File: config.mk
export PLATFORM = sky130hd
export DESIGN_NAME = intr_cause_ctrl
export DESIGN_NICKNAME = d
export VERILOG_FILES = /design/src/rtl/intr_cause_pkg.sv /design/src/rtl/icc_lowest.sv /design/src/rtl/icc_pin_bank.sv /design/src/rtl/intr_cause_ctrl.sv
export SDC_FILE = /design/constraint.sdc
export NUM_CORES = 1
export LEC_CHECK = 0
export ABC_AREA = 1
export BUFFER_PORTS_ARGS = -buffer_cell sky130_fd_sc_hd__buf_4
export CAP_MARGIN = 5
export CORE_MARGIN = 5
export CORE_UTILIZATION = 30
export CTS_BUF_LIST = sky130_fd_sc_hd__clkbuf_16
export DETAILED_ROUTE_END_ITERATION = 8
export SYNTH_ARGS = -nofsm -noshare
export SYNTH_HDL_FRONTEND = slang
export SYNTH_SLANG_ARGS = --single-unit
export TNS_END_PERCENT = 20
File: constraint.sdc
create_clock -name clk_i -period 2.8 [get_ports clk_i]
set_input_delay 0.56 -clock clk_i [delete_from_list [all_inputs] [get_ports clk_i]]
set_output_delay 0.56 -clock clk_i [all_outputs]
set_load 0.005 [all_outputs]
File: src/rtl/intr_cause_pkg.sv
package intr_cause_pkg;
  localparam int WORD_W    = 32;
  localparam int IDX_W     = $clog2(WORD_W);
  localparam int NUM_W     = 7;
  localparam int SUM_LSB   = 24;
  localparam int SUM_N     = 4;
  localparam int GRP_W     = WORD_W / SUM_N;
  localparam int DOORBELL  = 28;
  localparam logic [WORD_W-1:0] LO_ELIG  = 32'h3DFF_FFFE;
  localparam logic [WORD_W-1:0] HI_ELIG  = 32'h1F00_03F7;
  localparam logic [WORD_W-1:0] SUM_MASK = WORD_W'(((1 << SUM_N) - 1) << SUM_LSB);
  localparam logic [NUM_W-1:0]  CODE_SPUR = 7'd127;
  localparam logic [NUM_W-1:0]  CODE_NONE = 7'd126;

  typedef enum logic [2:0] {
    A_LO_CAUSE = 3'd0,
    A_HI_CAUSE = 3'd1,
    A_PIN_CAUSE = 3'd2,
    A_M0_LO    = 3'd3,
    A_M0_HI    = 3'd4,
    A_PIN_MASK = 3'd5,
    A_M1_LO    = 3'd6,
    A_RSVD     = 3'd7
  } reg_addr_e;
endpackage

File: src/rtl/icc_lowest.sv
module icc_lowest #(
  parameter int W  = 32,
  parameter int IW = $clog2(W)
) (
  input  logic [W-1:0]  vec_i,
  output logic          any_o,
  output logic [IW-1:0] idx_o
);
  always_comb begin
    any_o = |vec_i;
    idx_o = '0;
    for (int i = W - 1; i >= 0; i--) begin
      if (vec_i[i]) idx_o = IW'(i);
    end
  end
endmodule

File: src/rtl/icc_pin_bank.sv
module icc_pin_bank #(
  parameter int PINS   = 32,
  parameter int GROUPS = 4,
  localparam int GW    = PINS / GROUPS,
  localparam int PIW   = $clog2(PINS)
) (
  input  logic              clk_i,
  input  logic              rst_ni,
  input  logic [PINS-1:0]   set_i,
  input  logic              wr_en_i,
  input  logic [PINS-1:0]   wr_data_i,
  input  logic              clr_en_i,
  input  logic [PIW-1:0]    clr_idx_i,
  input  logic [PINS-1:0]   mask_i,
  output logic [PINS-1:0]   cause_o,
  output logic [GROUPS-1:0] summary_o
);
  logic [PINS-1:0] cause_q, cause_d;

  always_comb begin
    cause_d = cause_q;
    if (wr_en_i) cause_d = cause_d & wr_data_i;
    if (clr_en_i) cause_d[clr_idx_i] = 1'b0;
    cause_d = cause_d | set_i;  // new events win over clears
  end

  always_ff @(posedge clk_i or negedge rst_ni) begin
    if (!rst_ni) cause_q <= '0;
    else         cause_q <= cause_d;
  end

  for (genvar g = 0; g < GROUPS; g++) begin : g_sum
    assign summary_o[g] = |(cause_q[g*GW +: GW] & mask_i[g*GW +: GW]);
  end

  assign cause_o = cause_q;

  // a reported pin is gone one edge later unless re-set
  assert_pin_clear_R7: assert property (@(posedge clk_i) disable iff (!rst_ni)
    (clr_en_i && !set_i[clr_idx_i]) |=> !cause_q[$past(clr_idx_i)]);

  // with no write and no clear, pending pins stay pending
  assert_pin_hold_R3: assert property (@(posedge clk_i) disable iff (!rst_ni)
    (!wr_en_i && !clr_en_i) |=> ((cause_q & $past(cause_q)) == $past(cause_q)));
endmodule

File: src/rtl/intr_cause_ctrl.sv
module intr_cause_ctrl
  import intr_cause_pkg::*;
(
  input  logic              clk_i,
  input  logic              rst_ni,
  input  logic [WORD_W-1:0] lo_src_i,
  input  logic [WORD_W-1:0] hi_src_i,
  input  logic [WORD_W-1:0] pin_set_i,
  input  logic              reg_we_i,
  input  logic [2:0]        reg_addr_i,
  input  logic [WORD_W-1:0] reg_wdata_i,
  output logic [WORD_W-1:0] reg_rdata_o,
  input  logic              cpu0_req_i,
  output logic              cpu0_valid_o,
  output logic [NUM_W-1:0]  cpu0_num_o,
  input  logic              cpu1_req_i,
  output logic              cpu1_valid_o,
  output logic [NUM_W-1:0]  cpu1_num_o
);
  logic [WORD_W-1:0] m0_lo_q, m0_hi_q, pin_mask_q, m1_lo_q;
  logic [WORD_W-1:0] pin_cause, hi_word;
  logic [SUM_N-1:0]  pin_sum;
  reg_addr_e         addr;
  logic              wr_pin, clr_en;

  logic              lo_any, hi_any, pin_any, hi_is_sum;
  logic [IDX_W-1:0]  lo_idx, hi_idx, pin_idx;
  logic [NUM_W-1:0]  num0_d, num1_d;

  assign addr   = reg_addr_e'(reg_addr_i);
  assign wr_pin = reg_we_i && (addr == A_PIN_CAUSE);

  icc_pin_bank #(.PINS(WORD_W), .GROUPS(SUM_N)) u_pins (
    .clk_i     (clk_i),
    .rst_ni    (rst_ni),
    .set_i     (pin_set_i),
    .wr_en_i   (wr_pin),
    .wr_data_i (reg_wdata_i),
    .clr_en_i  (clr_en),
    .clr_idx_i (pin_idx),
    .mask_i    (pin_mask_q),
    .cause_o   (pin_cause),
    .summary_o (pin_sum)
  );

  always_comb begin
    hi_word = hi_src_i;
    hi_word[SUM_LSB +: SUM_N] = pin_sum;
  end

  icc_lowest #(.W(WORD_W)) u_lo  (.vec_i(lo_src_i & LO_ELIG & m0_lo_q), .any_o(lo_any),  .idx_o(lo_idx));
  icc_lowest #(.W(WORD_W)) u_hi  (.vec_i(hi_word & HI_ELIG & m0_hi_q),  .any_o(hi_any),  .idx_o(hi_idx));
  icc_lowest #(.W(WORD_W)) u_pin (.vec_i(pin_cause & pin_mask_q),       .any_o(pin_any), .idx_o(pin_idx));

  assign hi_is_sum = (32'(hi_idx) >= SUM_LSB) && (32'(hi_idx) < SUM_LSB + SUM_N);

  always_comb begin
    clr_en = 1'b0;
    if (lo_any)                  num0_d = NUM_W'(lo_idx);
    else if (hi_any && !hi_is_sum) num0_d = NUM_W'(WORD_W) + NUM_W'(hi_idx);
    else if (hi_any && pin_any) begin
      num0_d = NUM_W'(2 * WORD_W) + NUM_W'(pin_idx);
      clr_en = cpu0_req_i;
    end
    else                         num0_d = CODE_SPUR;
  end

  assign num1_d = (lo_src_i[DOORBELL] && m1_lo_q[DOORBELL]) ? NUM_W'(DOORBELL) : CODE_NONE;

  always_ff @(posedge clk_i or negedge rst_ni) begin
    if (!rst_ni) begin
      m0_lo_q      <= '0;
      m0_hi_q      <= SUM_MASK;
      pin_mask_q   <= '0;
      m1_lo_q      <= '0;
      cpu0_valid_o <= 1'b0;
      cpu0_num_o   <= '0;
      cpu1_valid_o <= 1'b0;
      cpu1_num_o   <= '0;
    end else begin
      if (reg_we_i) begin
        case (addr)
          A_M0_LO:    m0_lo_q    <= reg_wdata_i;
          A_M0_HI:    m0_hi_q    <= reg_wdata_i;
          A_PIN_MASK: pin_mask_q <= reg_wdata_i;
          A_M1_LO:    m1_lo_q    <= reg_wdata_i;
          default: ;
        endcase
      end
      cpu0_valid_o <= cpu0_req_i;
      cpu1_valid_o <= cpu1_req_i;
      if (cpu0_req_i) cpu0_num_o <= num0_d;
      if (cpu1_req_i) cpu1_num_o <= num1_d;
    end
  end

  always_comb begin
    case (addr)
      A_LO_CAUSE:  reg_rdata_o = lo_src_i;
      A_HI_CAUSE:  reg_rdata_o = hi_word;
      A_PIN_CAUSE: reg_rdata_o = pin_cause;
      A_M0_LO:     reg_rdata_o = m0_lo_q;
      A_M0_HI:     reg_rdata_o = m0_hi_q;
      A_PIN_MASK:  reg_rdata_o = pin_mask_q;
      A_M1_LO:     reg_rdata_o = m1_lo_q;
      default:     reg_rdata_o = '0;
    endcase
  end

  // a result appears only for a request one edge earlier
  assert_valid_after_req_R9: assert property (@(posedge clk_i) disable iff (!rst_ni)
    cpu0_valid_o |-> $past(cpu0_req_i));

  // processor-0 results are a real number or the spurious code
  assert_num_range_R8: assert property (@(posedge clk_i) disable iff (!rst_ni)
    cpu0_valid_o |-> (cpu0_num_o < NUM_W'(3 * WORD_W) || cpu0_num_o == CODE_SPUR));

  // processor 1 only ever sees the doorbell or the no-interrupt code
  assert_cpu1_doorbell_R10: assert property (@(posedge clk_i) disable iff (!rst_ni)
    cpu1_valid_o |-> (cpu1_num_o == NUM_W'(DOORBELL) || cpu1_num_o == CODE_NONE));

  // a pin number is only reported when a pin bit was pending and enabled
  assert_pin_report_R6: assert property (@(posedge clk_i) disable iff (!rst_ni)
    (cpu0_valid_o && cpu0_num_o >= NUM_W'(2 * WORD_W) && cpu0_num_o < NUM_W'(3 * WORD_W))
      |-> $past(pin_any));
endmodule

==> results.json, run 1 <==
{
  "status": "complete, but fails checks",
  "violations": "setup timing",
  "met1_usage": 0.276,
  "layout.nets": 1582,
  "ys_seq_elements": 171,
  "clk_path_buf_depth": 2,
  "layout_common_cells": "nand2_1, buf_4, dfrtp_1, o21ai_0, inv_1",
  "final-hold-violation-count": 0,
  "initial_core_util": 0.306,
  "pre_cts_ws_ns": -0.0153,
  "synth_area_per_cell_um2": 7.31,
  "slowest_stage": "dfrtp_1",
  "dr.pass1.iters": 7,
  "stdcell_area_um2": 12000,
  "crit_path_end": "u_pins.cause_o[31]",
  "insertion_delay_ns": 0.44,
  "use_met2": 0.318,
  "synth_nets": 1382,
  "core-area_um2": 29800,
  "placed_area_um2": 11300,
  "cts.sinks": 171,
  "vias": 9198,
  "drive_above_1_share": 0.209,
  "startpoint_type": "flip-flop",
  "final_max_slew_viol_count": 0,
  "syn-cell-area_um2": 9110,
  "ir_drop_uv": 409,
  "critPathCaptureType": "flip-flop",
  "antenna_cells": 0,
  "finalPower_mw": 7.65,
  "overflow": 0,
  "maxCapViolations": 0,
  "fin_worst_skew_ns": 0.0115,
  "critical_path_arrival_ns": 3.17,
  "grt_usage": 0.199,
  "worst_slack_ns": -0.0326,
  "yosys_warnings": 0,
  "worst_pin_slew_ns": 0.581,
  "cp_max_fo": 5,
  "ios": 184,
  "rsz0062_at_grt": "yes",
  "cts_tree": "yes",
  "grt_pass1_vias": 9232,
  "critPathLaunch": "pin_mask_q[30]",
  "rows": 63,
  "period_needed_ns": 2.83,
  "critPathRequiredTime_ns": 3.13,
  "die_y_um": 184,
  "use_met3": 0.0426,
  "p_leak_nw": 6.22,
  "syn-instance-count": 1246,
  "die_area_um2": 33900,
  "htreeDepth": 4,
  "post-route-period-util": 1.01,
  "antenna_left": 0,
  "slew_headroom": 0.613,
  "hpwl_mm": 24.5,
  "r2r_end": "u_pins.cause_o[31]",
  "fmax_mhz": 353,
  "powerDensity_nw_per_um2": 636,
  "setup_viol_count_final": 7,
  "top_usage_layer": "met2",
  "first_iter_violations": 724,
  "cts.clk_slew.worst_paths_ns": 0.07,
  "hold_class": "in2async",
  "reg2reg_slack_ns": -0.03,
  "viasPerCell": 4.97,
  "wirelength_mm": 33.9,
  "synthDistinctLibCells": 34,
  "worstSetupPathType": "reg2reg",
  "grt_max_degree": 65,
  "layout-area-overhead-vs-synth_pct": 32.0,
  "cts_hold_buf": 0,
  "layout_commonest_cell": "nand2_1",
  "yosysSeqAreaShare": 0.470,
  "detail_route.wl_per_cell_um": 18.3,
  "numCtsBuffers": 17,
  "worst-r2r-cell-count": 37,
  "clockRootBuffer": "clkbuf_16",
  "slowest_delay_ns": 0.40,
  "rr_startpoint": "pin_mask_q[30]",
  "io_buffers": 178,
  "fp.dieW_um": 184,
  "drc_errors": 0,
  "routabilityCongestion": 0.920,
  "antenna_found_initial": 0,
  "grt_pass1_wl_mm": 52.2,
  "critical_path.most_common_cell": "nand2_1"
}
[metal layers]
metal / share of wire / up-vias
li1: - / 4465
met1: 0.45 / 4354
met2: 0.46 / 340
met3: 0.066 / 39
met4: 0.016 / 0
met5: 0 / -
[timing repair]
item	in CTS	in global routing
gates cloned	0	0
hold endpoints to repair	0	0
pin swaps	0	8
setup endpoints to repair	4	36
setup buffers	0	3
gates resized for setup	1	39
[where the power goes]
part	internal [mW]	total (mW)	switching [mW]	leakage [nW]
Combinational	0.837	2.05	1.21	3.91
Sequential	2.86	3.12	0.263	2.02
Clock	1.40	2.48	1.08	0.289
[kinds of logic after synthesis]
group           count (synthesis)  synth area share
compound gates                303             0.198
buf+inv                       196            0.0828
flops                         171             0.470
other cells                     1          0.000412
simple gates                  575             0.248
[worst max-delay path, delay by kind of cell (launching register included)]
kind                   cells  cell delay (ns)
and+or+nand+nor           36             2.18
DFF                        1             0.40
buffers and inverters      1             0.14
[cell usage after synthesis]
library cell  number  area, um2
a21boi_0           2       15.0
a21oi_1           50        250
a221oi_1          29        254
a22o_1            17        149
a22oi_1           10       75.1
a311oi_1           1       8.76
a31oi_1            4       25.0
a32o_1             1       10.0
a32oi_1            1       8.76
buf_1              1       3.75
buf_4              5       37.5
clkbuf_1          48        180
clkinv_1           1       3.75
conb_1             1       3.75
dfrtp_1          167       4180
dfstp_2            4        105
inv_1            141        529
nand2_1          467       1750
nand2_2            1       6.26
nand2_4            3       33.8
nand3_1            7       35.0
nand4_1           16        100
nor2_1            72        270
nor2_4             2       22.5
nor3_1             3       15.0
nor4_1             3       18.8
o2111ai_1         12        105
o211ai_1           4       30.0
o21ai_0          161        806
o21ai_1            5       25.0
o21bai_1           2       15.0
o22ai_1            1       6.26
o31ai_1            3       22.5
or2_2              1       6.26
[per-stage QoR]
step | std cells | util | hold WS (ns) | setup TNS (ns)
2_1_floorplan | 1246 | - | 0.264 | 0
3_3_place_gp | 1814 | 0.379 | 0.467 | -0.0282
3_5_place_dp | 1814 | 0.379 | 0.473 | -0.0153
4_1_cts | 1846 | 0.399 | 0.0956 | -0.0309
5_1_grt | 1849 | 0.403 | 0.114 | -11.43
6_report | 1849 | 0.403 | 0.0799 | -0.125
[worst min-delay path by stage]
stage                startpoint       endpoint
CTS                      rst_ni  cpu1_num_o[4]
finish                   rst_ni  cpu1_num_o[4]
global route             rst_ni  cpu1_num_o[4]
global placement     m0_hi_q[3]     m0_hi_q[3]
floorplan                rst_ni  cpu0_num_o[0]
detailed placement  m0_hi_q[19]    m0_hi_q[19]
[registers in the layout, indices dropped and copies added, names as in the netlist]
register / cells
pin_mask_q: 32
cpu1_num_o: 2
m0_lo_q: 32
cpu0_num_o: 7
u_pins.cause_o: 32
m1_lo_q: 32
cpu0_valid_o: 1
cpu1_valid_o: 1
m0_hi_q: 32
[area by class of cell]
type | instances | area, um2
timing repair buffer | 235 | 1920
clock buffer | 17 | 425
fill | 3176 | 17800
sequential | 171 | 4280
multi-input combinational | 879 | 4200
inverter | 142 | 533
clock inverter | 15 | 171
tap | 390 | 488
Power figures use the tool's default switching activity.
==> run 2: changes to the inputs <==
Settings changed: SETUP_SLACK_MARGIN set to 0.02.
==> run 2 against run 1 <==
Net effect:
- the flow still finishes with violations (setup timing)
- sequential share of layout area is essentially flat
- clock power is essentially flat
- cell count is the same
- maximum frequency shrank 0.18%
- design area is essentially flat
- critical path type unchanged
==> results.json, run 2 (synthesis results as in run 1) <==
{
  "status": "complete, but fails checks",
  "violations": "setup timing",
  "slew_headroom": 0.613,
  "initial_core_util": 0.306,
  "worstSetupPathType": "reg2reg",
  "fmax_mhz": 352,
  "numCtsBuffers": 17,
  "clk_path_buf_depth": 2,
  "slowest_stage": "dfrtp_1",
  "layout_commonest_cell": "nand2_1",
  "ir_drop_uv": 408,
  "worst_slack_ns": -0.0377,
  "fin_setup_tns_ns": -0.136,
  "cts.clk_slew.worst_paths_ns": 0.07,
  "n_fill_cell": 3177,
  "use_met2": 0.318,
  "layout.nets": 1582,
  "insertion_delay_ns": 0.44,
  "rows": 63,
  "antenna_found_initial": 0,
  "wirelength_mm": 33.8,
  "startpoint_type": "flip-flop",
  "setup_viol_count_final": 8,
  "fin_worst_skew_ns": 0.0109,
  "ios": 184,
  "cts_tree": "yes",
  "critical_path.most_common_cell": "nand2_1",
  "fp.dieW_um": 184,
  "routabilityCongestion": 0.920,
  "drc_errors": 0,
  "die_area_um2": 33900,
  "placed_area_um2": 11300,
  "cts.sinks": 171,
  "grt_pass1_vias": 9230,
  "hpwl_mm": 24.5,
  "period_needed_ns": 2.84,
  "met1_usage": 0.276,
  "dr.pass1.iters": 7,
  "layout_common_cells": "nand2_1, buf_4, dfrtp_1, o21ai_0, inv_1",
  "htreeDepth": 4,
  "overflow": 0,
  "worst_pin_slew_ns": 0.581,
  "detail_route.wl_per_cell_um": 18.3,
  "io_buffers": 178,
  "drive_above_1_share": 0.210,
  "first_iter_violations": 724,
  "hold_class": "in2async",
  "critPathRequiredTime_ns": 3.13,
  "core-area_um2": 29800,
  "rsz0062_at_grt": "yes",
  "grt_pass1_wl_mm": 52.2,
  "critPathCaptureType": "flip-flop",
  "use_met3": 0.0426,
  "antenna_cells": 0,
  "maxCapViolations": 0,
  "cts_hold_buf": 0,
  "final_max_slew_viol_count": 0,
  "viasPerCell": 4.98,
  "die_y_um": 184,
  "multi_input_area_um2": 4200,
  "post-route-period-util": 1.01,
  "grt_usage": 0.199,
  "layout-area-overhead-vs-synth_pct": 32.0,
  "slowest_delay_ns": 0.40,
  "antenna_left": 0,
  "hold_ws_ns": 0.0804,
  "grt_max_degree": 65,
  "stdcell_area_um2": 12000,
  "vias": 9214,
  "pre_cts_ws_ns": -0.0153,
  "final-hold-violation-count": 0,
  "powerDensity_nw_per_um2": 636,
  "seq_area_um2": 4280,
  "top_usage_layer": "met2",
  "cp_max_fo": 5,
  "clockRootBuffer": "clkbuf_16",
  "critical_path_arrival_ns": 3.17,
  "p_leak_nw": 6.22
}
-- run 2: changes by cell type in the layout (fill, tap and decap cells not counted) --
cell	delta
nor2_1	-1
nor2_2	+1
-- run 2: area by class of cell --
cell class / count / share of cell area
clock inverter: 15 / 0.0143
timing repair buffer: 235 / 0.160
sequential: 171 / 0.356
tap: 390 / 0.0406
multi-input combinational: 879 / 0.349
inverter: 142 / 0.0443
clock buffer: 17 / 0.0354
-- run 2: final timing paths --
check | startpoint | end | slack, ns | cells past startpoint
max in group asynchronous | rst_ni | m0_hi_q[24] | 1.96 | 2
worst max-delay path | pin_mask_q[30] | u_pins.cause_o[31] | -0.04 | 37
worst min-delay path | rst_ni | cpu1_num_o[4] | 0.08 | 1
worst max register to register | pin_mask_q[30] | u_pins.cause_o[31] | -0.04 | 37
min in group clk_i | cpu1_req_i | cpu1_valid_o | 0.26 | 1
worst min register to register | m1_lo_q[13] | m1_lo_q[13] | 0.49 | 2
-- run 2: where the power goes --
part           leakage [nW]  internal, mW  total (mW)  switching, mW
logic                  3.91         0.838        2.05           1.21
registers              2.02          2.86        3.12          0.262
clock network         0.289          1.40        2.48           1.07
total                  6.22          5.10        7.65           2.55
-- run 2: critical path: cells and delay by family (launching register included) --
kind / cells / cell delay [ns]
AND/OR/NAND/NOR: 36 / 2.19
flip-flops: 1 / 0.40
buffers and inverters: 1 / 0.14
-- run 2: metrics by stage --
| step | util | total power, mW | cells |
|---|---|---|---|
| finish | 0.403 | 7.65 | 1849 |
| global route | 0.403 | 8.08 | 1849 |
| CTS | 0.399 | 7.63 | 1846 |
| detailed placement | 0.379 | 5.14 | 1814 |
| global placement | 0.379 | 5.10 | 1814 |
| floorplan | - | 4.16 | 1246 |
-- run 2: what timing repair did --
item | 4_1_cts | 5_1_grt
pin swaps | 0 | 8
buffers inserted | 0 | 3
resized for setup | 2 | 39
endpoints found under the setup margin | 13 | 37
-- run 2: metal layers --
metal / routed length [um] / vias up
met5: 0 / -
met4: 547 / 0
met3: 2350 / 41
met2: 15700 / 351
met1: 15300 / 4357
li1: - / 4465
